**config.mk**
```make
export PLATFORM = sky130hd
export DESIGN_NAME = sinc4_bit_decimator
export DESIGN_NICKNAME = d
export VERILOG_FILES = /design/src/rtl/sdec_pkg.sv /design/src/rtl/sdec_bit_gather.sv /design/src/rtl/sdec_group_hist.sv /design/src/rtl/sdec_group_wsum.sv /design/src/rtl/sinc4_bit_decimator.sv
export SDC_FILE = /design/constraint.sdc
export NUM_CORES = 1
export LEC_CHECK = 0
export ABC_AREA = 0
export ABC_CLOCK_PERIOD_IN_PS = 3800
export CAP_MARGIN = 25
export CORE_MARGIN = 3
export CORE_UTILIZATION = 45
export DETAILED_ROUTE_END_ITERATION = 10
export PLACE_DENSITY = 0.61
export SLEW_MARGIN = 40
export SYNTH_ARGS = -nofsm -noshare
export SYNTH_HDL_FRONTEND = slang
export SYNTH_SLANG_ARGS = --single-unit
```
**constraint.sdc**
```tcl
create_clock -name clk -period 3.8 [get_ports clk]
set_input_delay 0.38 -clock clk [delete_from_list [all_inputs] [get_ports clk]]
set_output_delay 0.38 -clock clk [all_outputs]
set_load 0.1 [all_outputs]
```
**src/rtl/sdec_pkg.sv**
```systemverilog
package sdec_pkg;

  // Impulse response of (1 + z^-1 + ... + z^-(ratio-1))^order, tap k.
  function automatic int sinc_coef(input int order, input int ratio, input int k);
    int cur [64];
    int nxt [64];
    int len;
    for (int i = 0; i < 64; i++) cur[i] = 0;
    cur[0] = 1;
    len = 1;
    for (int s = 0; s < order; s++) begin
      for (int i = 0; i < 64; i++) nxt[i] = 0;
      for (int i = 0; i < 64; i++)
        for (int j = 0; j < ratio; j++)
          if (i - j >= 0 && i - j < len) nxt[i] += cur[i - j];
      len = len + ratio - 1;
      for (int i = 0; i < 64; i++) cur[i] = nxt[i];
    end
    if (k < 0 || k >= len || k >= 64) return 0;
    return cur[k];
  endfunction

  function automatic int sinc_taps(input int order, input int ratio);
    return order * (ratio - 1) + 1;
  endfunction

  function automatic int sinc_groups(input int order, input int ratio);
    return (sinc_taps(order, ratio) + ratio - 1) / ratio;
  endfunction

  // Largest partial sum of group g (all its bits high).
  function automatic int group_max(input int order, input int ratio, input int g);
    int acc;
    acc = 0;
    for (int j = 0; j < ratio; j++) acc += sinc_coef(order, ratio, g * ratio + j);
    return acc;
  endfunction

  // Largest output when only groups 0..upto may hold ones.
  function automatic int cum_bound(input int order, input int ratio, input int upto);
    int acc;
    acc = 0;
    for (int g = 0; g <= upto; g++) acc += group_max(order, ratio, g);
    return acc;
  endfunction

endpackage

```
**src/rtl/sdec_bit_gather.sv**
```systemverilog
module sdec_bit_gather #(
  parameter int RATIO = 4,
  localparam int PH_W = (RATIO > 2) ? $clog2(RATIO) : 1
) (
  input  logic             clk,
  input  logic             rst,
  input  logic             in_vld,
  input  logic             in_bit,
  output logic             grp_vld,
  output logic [RATIO-1:0] grp_bits
);

  localparam logic [PH_W-1:0] LAST_PH = PH_W'(RATIO - 1);

  logic [PH_W-1:0]  ph_q;
  logic [RATIO-1:0] sh_q;
  logic [RATIO-1:0] sh_nxt;

  // bit 0 is always the newest sample
  assign sh_nxt = {sh_q[RATIO-2:0], in_bit};

  always_ff @(posedge clk) begin
    if (rst) begin
      ph_q     <= '0;
      sh_q     <= '0;
      grp_vld  <= 1'b0;
      grp_bits <= '0;
    end else begin
      grp_vld <= 1'b0;
      if (in_vld) begin
        sh_q <= sh_nxt;
        if (ph_q == LAST_PH) begin
          ph_q     <= '0;
          grp_vld  <= 1'b1;
          grp_bits <= sh_nxt;
        end else begin
          ph_q <= ph_q + PH_W'(1);
        end
      end
    end
  end

endmodule

```
**src/rtl/sdec_group_hist.sv**
```systemverilog
module sdec_group_hist #(
  parameter int RATIO = 4,
  parameter int NHIST = 3
) (
  input  logic                       clk,
  input  logic                       rst,
  input  logic                       shift_en,
  input  logic [RATIO-1:0]           new_grp,
  output logic [NHIST-1:0][RATIO-1:0] hist
);

  genvar s;
  generate
    for (s = 0; s < NHIST; s++) begin : g_stage
      always_ff @(posedge clk) begin
        if (rst) begin
          hist[s] <= '0;
        end else if (shift_en) begin
          if (s == 0) hist[s] <= new_grp;
          else        hist[s] <= hist[(s == 0) ? 0 : s - 1];
        end
      end
    end
  endgenerate

endmodule

```
**src/rtl/sdec_group_wsum.sv**
```systemverilog
module sdec_group_wsum
  import sdec_pkg::*;
#(
  parameter int ORDER = 4,
  parameter int RATIO = 4,
  parameter int GIDX  = 0,
  parameter int SUM_W = 9
) (
  input  logic [RATIO-1:0] bits,
  output logic [SUM_W-1:0] psum
);

  localparam int GMAX = group_max(ORDER, RATIO, GIDX);
  localparam int LW   = (GMAX < 2) ? 1 : $clog2(GMAX + 1);

  logic [RATIO-1:0][LW-1:0] term;
  logic [LW-1:0]            acc;

  // each bit gates a constant weight; narrow adder per group
  genvar j;
  generate
    for (j = 0; j < RATIO; j++) begin : g_tap
      localparam int WJ = sinc_coef(ORDER, RATIO, GIDX * RATIO + j);
      assign term[j] = bits[j] ? LW'(WJ) : '0;
    end
  endgenerate

  always_comb begin
    acc = '0;
    for (int k = 0; k < RATIO; k++) acc = acc + term[k];
  end

  assign psum = SUM_W'(acc);

endmodule

```
**src/rtl/sinc4_bit_decimator.sv**
```systemverilog
module sinc4_bit_decimator
  import sdec_pkg::*;
#(
  parameter int ORDER = 4,
  parameter int RATIO = 4,
  localparam int OUT_W = 1 + ORDER * $clog2(RATIO)
) (
  input  logic             clk,
  input  logic             rst,
  input  logic             in_vld,
  input  logic             in_bit,
  output logic             out_vld,
  output logic [OUT_W-1:0] out_data
);

  localparam int NGRP  = sinc_groups(ORDER, RATIO);
  localparam int NHIST = (NGRP > 1) ? NGRP - 1 : 1;

  logic                        grp_vld;
  logic [RATIO-1:0]            grp_bits;
  logic [NHIST-1:0][RATIO-1:0] hist;
  logic [NGRP-1:0][OUT_W-1:0]  psum;
  logic [OUT_W-1:0]            total;

  sdec_bit_gather #(.RATIO(RATIO)) gather_i (
    .clk      (clk),
    .rst      (rst),
    .in_vld   (in_vld),
    .in_bit   (in_bit),
    .grp_vld  (grp_vld),
    .grp_bits (grp_bits)
  );

  sdec_group_hist #(.RATIO(RATIO), .NHIST(NHIST)) hist_i (
    .clk      (clk),
    .rst      (rst),
    .shift_en (grp_vld),
    .new_grp  (grp_bits),
    .hist     (hist)
  );

  genvar g;
  generate
    for (g = 0; g < NGRP; g++) begin : g_grp
      logic [RATIO-1:0] gb;
      if (g == 0) begin : g_new
        assign gb = grp_bits;
      end else begin : g_old
        assign gb = hist[g - 1];
      end
      sdec_group_wsum #(
        .ORDER (ORDER),
        .RATIO (RATIO),
        .GIDX  (g),
        .SUM_W (OUT_W)
      ) wsum_i (
        .bits (gb),
        .psum (psum[g])
      );
    end
  endgenerate

  always_comb begin
    total = '0;
    for (int k = 0; k < NGRP; k++) total = total + psum[k];
  end

  always_ff @(posedge clk) begin
    if (rst) begin
      out_vld  <= 1'b0;
      out_data <= '0;
    end else begin
      out_vld <= grp_vld;
      if (grp_vld) out_data <= total;
    end
  end

endmodule

```
==> flow_metrics.tcl <==
set metrics [dict create \
    outcome "finished, final reports clean" \
    met1_usage_pct 17.0 \
    cts_tree "yes" \
    ys_seq_elements 29 \
    ys_types 32 \
    tightest_slew_ns 0.491 \
    area_growth_pct 11.6 \
    overflow 0 \
    clkPwrFrac_pct 42.7 \
    setup_violations 0 \
    use_met3_pct 5.05 \
    fin_crit_sh_pct 94.0 \
    fp.dieH_um 71.5 \
    clk_path_buf_depth 2 \
    num_vias 1404 \
    num_rows 23 \
    dr.first_iter.drc_count 22 \
    min_path_cells 2 \
    finalWorstSetupSlack_ns 0.227 \
    cellPowerDensity_mw_per_mm2 272 \
    hold_viol 0 \
    seq_area_frac_synth_pct 30.1 \
    cp_slowest_stage_delay_ns 0.49 \
    hold_start "gather_i.sh_q[2]" \
    drv_cap 0 \
    p_sw_share_pct 24.1 \
    worstSetupEndpointType "flop" \
    comb_power_share_pct 4.3 \
    worstSetupStartpoint "hist_i.hist[2]" \
    maxSlewViolCount 0 \
    cp_cell_sequence "fa_1 -> inv_1 -> fa_1 -> inv_1 -> ha_1 -> fa_1 -> inv_1 -> fa_1 -> inv_1 -> ha_1 -> nand2_1 -> o21ai_0 -> a41oi_1 -> mux2_1" \
    fin_tns_setup_ns 0 \
    crit_path_start_kind "flop" \
    met2_usage_pct 26.8 \
    synth_top_cells_by_count "dfxtp_1, inv_1, nor2_1" \
    synthArstFlopShare_pct 0 \
    internal_power_uw 444 \
    r2r_setup_slack_ns 0.23 \
    cts_setup_buffers 0 \
    critPathSlowestCell "fa_1" \
    arrival_ns 3.74 \
    grt_max_degree 30 \
    io_pins 14 \
    holdBufCountCts 0 \
    r2r_cells 14 \
    fin_area_mm2 0.00215 \
    whs_endpoint "gather_i.grp_bits[3]" \
    synth_ff_type "dfxtp_1" \
    ys_warn_count 0 \
    grt_pass1_wl_um 6100 \
    first_pass_iters 4 \
    gp_congestion 0.811 \
    post-route-min-period_ns 3.57 \
    viasPerCell 5.18 \
    place_area_mm2 0.00207 \
    syn_area_mm2 0.00193 \
    syn_inst 203 \
    initial_core_util_pct 47.5 \
    clk_pin_slew_ns 0.07 \
    r2r-end "out_data[7]" \
    fin_skew_ns 0.00812 \
    grt_pass1_vias 1448 \
    cp_data_required_time_ns 3.97 \
    drive_gt1_share_pct 10.9 \
    io_buffers 13 \
    die_area_mm2 0.00511 \
    drc 0 \
    total_power_uw 585 \
    power.net_switching_uw 141 \
    finalWirelength_um 3470 \
    avgSynthCellArea_um2 9.50 \
    synth.largest_area_cell "dfxtp_1" \
    layout.cells.non_filler 271 \
    worstReg2RegStart "hist_i.hist[2]" \
    die_w_um 71.5 \
    post_cts_resized 0 \
    pwr-share-seq_pct 53.1 \
    ant_nets 0 \
    cts_made_buffers 5 \
    insertion_delay_ns 0.28 \
    path_class "flop to flop" \
    rsz0062_at_grt "no" \
    cp_max_fo 5 \
    cts_root_buf "clkbuf_8" \
    grt_util_all_layers_pct 15.1 \
    clock-sinks 29 \
    dp_slack_ns 0.193 \
    syn_nets 241 \
    yosys-top-cells-area "dfxtp_1, ha_1, fa_1" \
    htree_levels 2 \
    antenna_found_initial 0 \
    max-vdd-ir-drop_mv 0.157 \
    yosysTopAreaCellShare_pct 30.1 \
    synth_most_common_cell "dfxtp_1" \
    maxSlewHeadroom_pct 67.5 \
    leakagePower_uw 0.00102 \
    dpl.hpwl_um 2750 \
    hold_path.class "flop to flop" \
    antenna_cells 0 \
    synth_edf_count 0 \
    place_inst 263 \
    final_nets 258 \
    top_usage_layer "met2" \
    core_mm2 0.00406 \
    clock.fmax_ghz 0.280 \
    wl_per_cell_um 12.8 \
    fillCellCount 404 \
]
## through the flow
stage	util [%]	hold WS (ns)
2_1_floorplan	-	0.443
6_report	53.1	0.471
5_1_grt	53.1	0.518
4_1_cts	53.1	0.476
3_3_place_gp	52.2	0.455
3_5_place_dp	50.9	0.464
## power by group through the flow
stage | logic, uW | registers [uW] | clock network, uW
2_1_floorplan | 16.2 | 320 | 0
3_3_place_gp | 25.2 | 317 | 0
3_5_place_dp | 25.4 | 317 | 0
4_1_cts | 25.3 | 311 | 260
5_1_grt | 27.9 | 311 | 275
6_report | 24.9 | 311 | 250
## worst max path at each step
stage	to	slack, ns	depth (start not counted)
finish	out_data[7]	0.23	14
global placement	out_data[7]	0.29	14
global route	out_data[7]	0.04	14
detailed placement	out_data[7]	0.19	14
CTS	out_data[7]	0.20	14
floorplan	out_data[7]	0.30	14
## layer usage
| metal | vias up | share of wire (%) |
|---|---|---|
| li1 | 712 | - |
| met1 | 663 | 43 |
| met2 | 24 | 53 |
| met3 | 5 | 3.8 |
| met4 | 0 | 0.84 |
| met5 | - | 0 |
## sequential cells by signal, summed over array words and instances, names as in the netlist
signal,count
gather_i.grp_bits,4
gather_i.grp_vld,1
gather_i.ph_q,2
gather_i.sh_q,3
hist_i.hist,9
out_data,9
out_vld,1
## cell type report
cell class	count	area, um^2	share of cell area [%]
flip-flops and latches	29	581	27.0
repair buffers	17	110	5.11
clock buffers	5	68.8	3.20
well taps	50	62.6	2.91
clock inverters	3	17.5	0.813
multi-input cells	142	1220	56.7
inverters	25	93.8	4.36
## cell families after synthesis
group | Yosys count | synth area share (%)
AOI/OAI and AO/OA | 33 | 10.6
xor gates and xnor gates | 8 | 3.63
adders and majority gates | 34 | 27.1
buffers and inverters | 32 | 6.68
DFF | 29 | 30.1
muxes | 18 | 9.47
and+or+nand+nor | 49 | 12.5
## layout by cell type (no fill, tap or decap)
cell type	netlist	routed
buf_2	4	10
o32ai_1	1	1
o22ai_1	1	1
fa_1	13	13
a21oi_1	13	13
nand2b_1	3	3
a21o_1	2	2
clkbuf_8	0	5
xnor2_1	5	5
dfxtp_1	29	29
a211oi_1	5	5
xor2_1	3	3
ha_1	21	21
a41oi_1	1	1
nor2_1	23	23
o21bai_1	4	4
mux2_1	2	2
or3b_1	1	1
nor2b_1	2	2
nand2b_4	1	1
clkinv_2	0	2
clkinvlp_4	0	1
o21ai_0	2	2
nor3b_2	1	1
o21ai_1	3	3
clkdlybuf4s50_1	0	3
inv_1	25	25
mux2i_1	16	16
nand3b_1	1	1
o21a_1	1	1
buf_4	1	4
nor3_1	1	1
nand2_1	8	8
nand3_1	6	6
nor3b_1	2	2
## worst max-delay path: cells and delay by family (launching register included)
family / cells / cell delay (ns)
mux: 1 / 0.34
fa+ha+maj: 6 / 2.14
flops: 1 / 0.44
simple gates: 1 / 0.08
compound gates: 2 / 0.25
buf+inv: 4 / 0.21
Power figures use the tool's default switching activity.
